[src/rtl/llseq_pkg.sv]
package llseq_pkg;

  localparam int WORD_W = 32;
  localparam int SIZE_W = 14;
  localparam int SMP_W  = 16;

  localparam logic [2:0] EV_NONE = 3'd0;
  localparam logic [2:0] EV_LS   = 3'd1;
  localparam logic [2:0] EV_HDR  = 3'd2;
  localparam logic [2:0] EV_SMP  = 3'd3;
  localparam logic [2:0] EV_LE   = 3'd4;

  typedef struct packed {
    logic              hdr;
    logic              wait_ack;
    logic [SIZE_W-1:0] size;
    logic [1:0]        fmt;
    logic [1:0]        vc;
    logic              ls;
    logic              le;
  } entry_t;

  typedef enum logic [2:0] {
    S_IDLE, S_FETCH, S_LS, S_HDR, S_PAY, S_LE, S_WACK, S_ADV
  } state_t;

  // Next phase of a descriptor after the phase 'from' has completed.
  function automatic state_t next_phase(state_t from, entry_t e);
    if (from == S_FETCH && e.ls) return S_LS;
    if ((from == S_FETCH || from == S_LS) && e.hdr) return S_HDR;
    if ((from == S_FETCH || from == S_LS || from == S_HDR) && e.size != '0) return S_PAY;
    if (from != S_LE && e.le) return S_LE;
    return e.wait_ack ? S_WACK : S_ADV;
  endfunction

endpackage

[src/rtl/llseq_table.sv]
module llseq_table import llseq_pkg::*; #(
  parameter int NUM_ENTRIES = 4,
  localparam int IDX_W = (NUM_ENTRIES > 1) ? $clog2(NUM_ENTRIES) : 1
) (
  input  logic              clk,
  input  logic              rst_n,
  input  logic              busy_i,
  input  logic              wr_en,
  input  logic [IDX_W-1:0]  wr_idx,
  input  logic [WORD_W-1:0] wr_word,
  input  logic [IDX_W-1:0]  rd_idx,
  output logic [WORD_W-1:0] rd_word
);

  logic [NUM_ENTRIES-1:0][WORD_W-1:0] slots_q;

  for (genvar g = 0; g < NUM_ENTRIES; g++) begin : g_slot
    always_ff @(posedge clk or negedge rst_n) begin
      if (!rst_n) begin
        slots_q[g] <= '0;
      end else if (wr_en && !busy_i && wr_idx == IDX_W'(g)) begin
        slots_q[g] <= wr_word;
      end
    end
  end

  assign rd_word = slots_q[rd_idx];

  AST_TABLE_FROZEN: assert property (@(posedge clk) disable iff (!rst_n)
    busy_i |=> $stable(slots_q));

endmodule

[src/rtl/llseq_decode.sv]
module llseq_decode import llseq_pkg::*; (
  input  logic [WORD_W-1:0] raw,
  output logic              valid,
  output entry_t            ent
);

  logic [8:0] unused_bits;

  always_comb begin
    valid        = raw[0];
    ent.le       = raw[1];
    ent.ls       = raw[2];
    ent.vc       = raw[4:3];
    ent.fmt      = raw[6:5];
    ent.size     = raw[22:9];
    ent.wait_ack = raw[26];
    ent.hdr      = raw[27];
  end

  assign unused_bits = {raw[31:28], raw[25:23], raw[8:7]};

endmodule

[src/rtl/llseq_fsm.sv]
module llseq_fsm import llseq_pkg::*; #(
  parameter int NUM_ENTRIES = 4,
  localparam int IDX_W = (NUM_ENTRIES > 1) ? $clog2(NUM_ENTRIES) : 1
) (
  input  logic              clk,
  input  logic              rst_n,
  input  logic              start,
  input  logic              fetch_valid,
  input  entry_t            fetch_ent,
  output logic [IDX_W-1:0]  idx,
  output logic              busy,
  output logic              done,
  input  logic              smp_valid,
  output logic              smp_ready,
  input  logic [SMP_W-1:0]  smp_data,
  output logic              ev_valid,
  input  logic              ev_ready,
  output logic [2:0]        ev_kind,
  output logic [1:0]        ev_vc,
  output logic [1:0]        ev_fmt,
  output logic [SIZE_W-1:0] ev_len,
  output logic [SMP_W-1:0]  ev_data,
  input  logic              pkt_sent
);

  localparam logic [IDX_W-1:0] LAST_IDX = IDX_W'(NUM_ENTRIES - 1);

  state_t            state_q, state_d, go;
  logic [IDX_W-1:0]  idx_q, idx_d;
  logic [SIZE_W-1:0] cnt_q, cnt_d;
  entry_t            ent_q, ent_d;
  logic              done_q, done_d;
  logic              take;

  always_comb begin
    state_d   = state_q;
    idx_d     = idx_q;
    cnt_d     = cnt_q;
    ent_d     = ent_q;
    done_d    = 1'b0;
    take      = 1'b0;
    go        = S_ADV;
    ev_valid  = 1'b0;
    ev_kind   = EV_NONE;
    smp_ready = 1'b0;

    case (state_q)
      S_IDLE: begin
        if (start) begin
          idx_d   = '0;
          state_d = S_FETCH;
        end
      end
      S_FETCH: begin
        if (!fetch_valid) begin
          state_d = S_IDLE;
          done_d  = 1'b1;
        end else begin
          ent_d = fetch_ent;
          cnt_d = '0;
          take  = 1'b1;
          go    = next_phase(S_FETCH, fetch_ent);
        end
      end
      S_LS: begin
        ev_valid = 1'b1;
        ev_kind  = EV_LS;
        if (ev_ready) begin
          take = 1'b1;
          go   = next_phase(S_LS, ent_q);
        end
      end
      S_HDR: begin
        ev_valid = 1'b1;
        ev_kind  = EV_HDR;
        if (ev_ready) begin
          take = 1'b1;
          go   = next_phase(S_HDR, ent_q);
        end
      end
      S_PAY: begin
        ev_valid  = smp_valid;
        ev_kind   = EV_SMP;
        smp_ready = ev_ready;
        if (smp_valid && ev_ready) begin
          if (cnt_q == ent_q.size - SIZE_W'(1)) begin
            take = 1'b1;
            go   = next_phase(S_PAY, ent_q);
          end else begin
            cnt_d = cnt_q + SIZE_W'(1);
          end
        end
      end
      S_LE: begin
        ev_valid = 1'b1;
        ev_kind  = EV_LE;
        if (ev_ready) begin
          take = 1'b1;
          go   = next_phase(S_LE, ent_q);
        end
      end
      S_WACK: begin
        if (pkt_sent) begin
          take = 1'b1;
          go   = S_ADV;
        end
      end
      default: state_d = S_IDLE;
    endcase

    if (take) begin
      if (go != S_ADV) begin
        state_d = go;
      end else if (idx_q == LAST_IDX) begin
        state_d = S_IDLE;
        done_d  = 1'b1;
      end else begin
        idx_d   = idx_q + IDX_W'(1);
        state_d = S_FETCH;
      end
    end
  end

  always_ff @(posedge clk or negedge rst_n) begin
    if (!rst_n) begin
      state_q <= S_IDLE;
      idx_q   <= '0;
      cnt_q   <= '0;
      ent_q   <= '0;
      done_q  <= 1'b0;
    end else begin
      state_q <= state_d;
      idx_q   <= idx_d;
      cnt_q   <= cnt_d;
      ent_q   <= ent_d;
      done_q  <= done_d;
    end
  end

  assign idx     = idx_q;
  assign busy    = (state_q != S_IDLE);
  assign done    = done_q;
  assign ev_vc   = ent_q.vc;
  assign ev_fmt  = ent_q.fmt;
  assign ev_len  = ent_q.size;
  assign ev_data = (state_q == S_PAY) ? smp_data : '0;

  AST_WAIT_HOLD: assert property (@(posedge clk) disable iff (!rst_n)
    (state_q == S_WACK && !pkt_sent) |=> (state_q == S_WACK && !done_q));
  AST_CTRL_HOLD: assert property (@(posedge clk) disable iff (!rst_n)
    (ev_valid && !ev_ready && ev_kind != EV_SMP) |=> (ev_valid && $stable(ev_kind)));
  AST_CNT_RANGE: assert property (@(posedge clk) disable iff (!rst_n)
    (state_q == S_PAY) |-> (cnt_q < ent_q.size));
  AST_DONE_PULSE: assert property (@(posedge clk) disable iff (!rst_n)
    done_q |=> !done_q);
  AST_IDLE_QUIET: assert property (@(posedge clk) disable iff (!rst_n)
    !busy |-> (!ev_valid && !smp_ready));

endmodule

[src/rtl/llseq_top.sv]
module llseq_top import llseq_pkg::*; #(
  parameter int NUM_ENTRIES = 4,
  localparam int IDX_W = (NUM_ENTRIES > 1) ? $clog2(NUM_ENTRIES) : 1
) (
  input  logic              clk,
  input  logic              rst_n,
  input  logic              cfg_we,
  input  logic [IDX_W-1:0]  cfg_addr,
  input  logic [WORD_W-1:0] cfg_wdata,
  input  logic              start,
  output logic              busy,
  output logic              done,
  input  logic              smp_valid,
  output logic              smp_ready,
  input  logic [SMP_W-1:0]  smp_data,
  output logic              ev_valid,
  input  logic              ev_ready,
  output logic [2:0]        ev_kind,
  output logic [1:0]        ev_vc,
  output logic [1:0]        ev_fmt,
  output logic [SIZE_W-1:0] ev_len,
  output logic [SMP_W-1:0]  ev_data,
  input  logic              pkt_sent
);

  logic [IDX_W-1:0]  rd_idx;
  logic [WORD_W-1:0] rd_word;
  logic              fetch_valid;
  entry_t            fetch_ent;

  llseq_table #(.NUM_ENTRIES(NUM_ENTRIES)) u_table (
    .clk     (clk),
    .rst_n   (rst_n),
    .busy_i  (busy),
    .wr_en   (cfg_we),
    .wr_idx  (cfg_addr),
    .wr_word (cfg_wdata),
    .rd_idx  (rd_idx),
    .rd_word (rd_word)
  );

  llseq_decode u_decode (
    .raw   (rd_word),
    .valid (fetch_valid),
    .ent   (fetch_ent)
  );

  llseq_fsm #(.NUM_ENTRIES(NUM_ENTRIES)) u_fsm (
    .clk         (clk),
    .rst_n       (rst_n),
    .start       (start),
    .fetch_valid (fetch_valid),
    .fetch_ent   (fetch_ent),
    .idx         (rd_idx),
    .busy        (busy),
    .done        (done),
    .smp_valid   (smp_valid),
    .smp_ready   (smp_ready),
    .smp_data    (smp_data),
    .ev_valid    (ev_valid),
    .ev_ready    (ev_ready),
    .ev_kind     (ev_kind),
    .ev_vc       (ev_vc),
    .ev_fmt      (ev_fmt),
    .ev_len      (ev_len),
    .ev_data     (ev_data),
    .pkt_sent    (pkt_sent)
  );

endmodule

[config.mk]
export PLATFORM = sky130hd
export DESIGN_NAME = llseq_top
export DESIGN_NICKNAME = d
export VERILOG_FILES = /design/src/rtl/llseq_pkg.sv /design/src/rtl/llseq_table.sv /design/src/rtl/llseq_decode.sv /design/src/rtl/llseq_fsm.sv /design/src/rtl/llseq_top.sv
export SDC_FILE = /design/constraint.sdc
export NUM_CORES = 1
export LEC_CHECK = 0
export ABC_AREA = 1
export BUFFER_PORTS_ARGS = -buffer_cell sky130_fd_sc_hd__clkbuf_2
export CORE_MARGIN = 3
export CORE_UTILIZATION = 50
export CTS_CLUSTER_SIZE = 16
export DETAILED_ROUTE_END_ITERATION = 8
export PLACE_DENSITY = 0.71
export SLEW_MARGIN = 20
export SYNTH_ARGS = -nofsm -noshare
export SYNTH_HDL_FRONTEND = slang
export SYNTH_SLANG_ARGS = --single-unit
[constraint.sdc]
create_clock -name clk -period 5.65 [get_ports clk]
set_input_delay 0.8475 -clock clk [delete_from_list [all_inputs] [get_ports clk]]
set_output_delay 0.8475 -clock clk [all_outputs]
set_load 0.01 [all_outputs]
==> results.sh <==
export IMPL_yosys_area_share_adder_pct=0.5224
export IMPL_clockBufferDepth=2
export IMPL_postCtsSetupBuffers=0
export IMPL_hold_viol_final=0
export IMPL_irDropWorstVdd_v=0.0002455
export IMPL_critPathKind="flop to output pin"
export IMPL_cts_max_level=4
export IMPL_setup_violations=0
export IMPL_drtIter0Drc=462
export IMPL_floorplan_initialDensity_pct=51.37
export IMPL_rsz0062_at_grt="false"
export IMPL_dp_hpwl_mm=11.06
export IMPL_synthXorXnorAreaFrac_pct=1.828
export IMPL_rows=43
export IMPL_drv_cap=0
export IMPL_portBuffers=88
export IMPL_wl_per_cell_um=14.59
export IMPL_ys_warn_count=0
export IMPL_reg2reg_from="u_fsm.idx[1]$_DFF_PN0_"
export IMPL_track_usage_pct=21.06
export IMPL_leakagePower_nw=4.082
export IMPL_synth_nets=912
export IMPL_hp_class="input port to async pin"
export IMPL_globalplace_congestion=0.8294
export IMPL_synth_area_um2=7186
export IMPL_crit_arrival_ns=2.52
export IMPL_finalSetupTns_ns=0
export IMPL_max_freq_mhz=296.7
export IMPL_syn_to_final_growth_pct=14.61
export IMPL_route_detailed_drc=0
export IMPL_ctsHoldBuffers=0
export IMPL_core_area_um2=13990
export IMPL_critPathMaxFanout=25
export IMPL_async_reset_ff_share_pct=100.0
export IMPL_p_per_area_nw_per_um2=549.2
export IMPL_drive_gt1_share_pct=24.87
export IMPL_yosysSeqAreaShare_pct=46.32
export IMPL_cts_resized=0
export IMPL_synth_flop_cell="dfrtp_1"
export IMPL_worstPathRequired_ns=4.80
export IMPL_synth_seq_cells=133
export IMPL_register_area_um2=3328
export IMPL_synth_edf_count=0
export IMPL_max_slew_margin_pct=26.62
export IMPL_numCtsBuffers=17
export IMPL_status="completed"
export IMPL_cts_tree="built"
export IMPL_setup_worst_path_end_class="output pin"
export IMPL_vias_per_cell=5.280
export IMPL_wl_mm=16.18
export IMPL_insertion_delay_ns=0.41
export IMPL_final_setup_skew_ns=0.005089
export IMPL_drv_slew=0
export IMPL_grt_pass1_wl_mm=27.30
export IMPL_synth_compound_area_share_pct=8.933
export IMPL_grt_overflow_total=0
export IMPL_fillCellCount=1252
export IMPL_cts_root_buf="clkbuf_16"
export IMPL_yosys_area_share_simple_pct=22.38
export IMPL_grt_max_degree=55
export IMPL_worst_r2r_setup_slack_ns=2.32
export IMPL_antenna_found_initial=0
export IMPL_synth_cells=852
export IMPL_die_y_um=125.9
export IMPL_synth_top_family_by_area="simple AND/OR/NAND/NOR gates"
export IMPL_r2r_end="u_fsm.ev_len[3]$_DFFE_PN0P_"
export IMPL_antennaDiodeCount=0
export IMPL_vias=5856
export IMPL_multi_input_area_um2=3234
export IMPL_final_area_um2=8235
export IMPL_die_w_um=125.9
export IMPL_finalCritPeriodShare_pct=59.65
export IMPL_yosysUniqueCellTypes=38
export IMPL_die_area_um2=15850
export IMPL_synthMuxAreaShare_pct=11.13
export IMPL_ant_nets=0
export IMPL_clkSlewWorstSetupHoldPaths_ns=0.06
export IMPL_period_minus_slack_ns=3.370
export IMPL_pin_count=98
export IMPL_nets=976
export IMPL_rr_worst_depth=8
export IMPL_place_area_um2=7629
export IMPL_syn_avg_cell_area_um2=8.434
export IMPL_cts_num_sinks=133
export IMPL_tightest_slew_ns=1.097
export IMPL_grt_pass1_vias=5485
export IMPL_drtPass1Iterations=5
export IMPL_setup_worst_path_start_class="flop"
[kinds of logic after synthesis]
family,count (synthesis)
and+or+nand+nor,370
xor gates and xnor gates,15
buffers and inverters,141
muxes,71
AOI/OAI and AO/OA,119
adders and majority gates,3
DFF,133
[cells in the mapped netlist, types with 3 or more instances]
library cell  count  area share (%)
a21oi_1          32             2.2
buf_2            18             1.3
buf_4            21             2.2
clkbuf_1         10            0.52
dfrtp_1         133              46
ha_1              3            0.52
inv_1            78             4.1
inv_2            12            0.63
mux2_1            3            0.47
mux2_2           68              11
nand2_1         216              11
nand2_2           3            0.26
nand3_1          58             4.0
nand3b_1          5            0.52
nand4_1           7            0.61
nor2_1           49             2.6
nor2_2            8            0.70
nor3_1            9            0.63
nor3_2            3            0.42
nor4_1            5            0.44
o21a_1            5            0.52
o21ai_0          59             4.1
o21ai_1          14            0.98
o31ai_1           5            0.52
xnor2_1           9             1.1
xor2_1            6            0.73
[routing by layer]
metal	GRT usage (%)	up-vias	share of wire [%]
met5	0	-	0
met4	5.931	0	1.2
li1	-	2889	-
met1	29.71	2796	48
met2	33.93	153	47
met3	3.478	18	4.0
[metrics by stage]
stage | cells | setup WS (ns) | total power, W | util (%) | hold slack, ns
4_1_cts | 1109 | 2.275 | 0.004541 | 58.87 | 0.4901
3_3_place_gp | 1077 | 2.366 | 0.003355 | 54.53 | 0.4687
6_report | 1109 | 2.280 | 0.004523 | 58.87 | 0.4849
5_1_grt | 1109 | 2.027 | 0.004872 | 58.87 | 0.5143
2_1_floorplan | 852 | 3.563 | 0.002987 | - | 0.4537
3_5_place_dp | 1077 | 2.296 | 0.003407 | 54.53 | 0.4764
[layout by cell type, fill, tap and decap left out, types with 3 or more instances in the layout]
cell / synthesis / routed
o21ai_0: 59 / 59
inv_2: 12 / 12
bufinv_16: 0 / 3
xor2_1: 6 / 6
inv_1: 78 / 78
dfrtp_1: 133 / 133
xnor2_1: 9 / 9
nand4_1: 7 / 7
nor2_2: 8 / 8
nor3_1: 9 / 7
nand3b_1: 5 / 5
a21oi_1: 32 / 32
clkbuf_16: 0 / 17
nand3_1: 58 / 58
clkbuf_2: 1 / 87
ha_1: 3 / 3
nand2_2: 3 / 3
nand2_1: 216 / 216
mux2_2: 68 / 68
clkinv_4: 0 / 5
nor3_2: 3 / 4
o21ai_1: 14 / 14
o31ai_1: 5 / 5
nor4_1: 5 / 5
buf_4: 21 / 9
nor2_1: 49 / 49
mux2_1: 3 / 3
clkinv_2: 0 / 3
o21a_1: 5 / 5
[state kept, by name, summed over array words and instances, names as in the netlist]
name,count
u_fsm.state_q,3
u_fsm.ev_vc,2
u_fsm.done,1
u_table.slots_q,92
u_fsm.ent_q,3
u_fsm.cnt_q,14
u_fsm.idx,2
u_fsm.ev_len,14
u_fsm.ev_fmt,2
[how the worst max path moves through the flow]
stage	end	depth (start not counted)	from
global route	ev_data[14]	6	u_fsm.state_q[0]$_DFFE_PN0P_
floorplan	ev_valid	6	u_fsm.state_q[0]$_DFFE_PN0P_
global placement	u_fsm.ent_q[21]$_DFFE_PN0P_	9	u_fsm.idx[1]$_DFF_PN0_
CTS	smp_ready	6	u_fsm.state_q[0]$_DFFE_PN0P_
finish	ev_data[10]	6	u_fsm.state_q[0]$_DFFE_PN0P_
detailed placement	u_fsm.ent_q[21]$_DFFE_PN0P_	9	u_fsm.idx[1]$_DFF_PN0_
[critical path, cell delays in order (launching register included)]
cell      delay (ns)
dfrtp_1         0.43
inv_2           0.11
nand2_1         0.08
nor2_1          0.74
inv_2           0.40
nor2_1          0.20
clkbuf_2        0.15
[final cells by class]
class	count	area share (%)
Sequential cell	133	40.41
Multi-Input combinational cell	578	39.27
Timing Repair Buffer	96	6.108
Clock buffer	17	5.166
Inverter	90	4.102
Tap cell	180	2.735
Clock inverter	15	2.203
[where the power goes]
group	internal (W)	switching, W	leakage, nW
Clock	0.000697	0.000425	0.294
Sequential	0.00132	0.000258	1.68
Combinational	0.000694	0.00113	2.11
Total	0.00271	0.00181	4.08
Note: power is estimated with default switching activity, not from simulation.
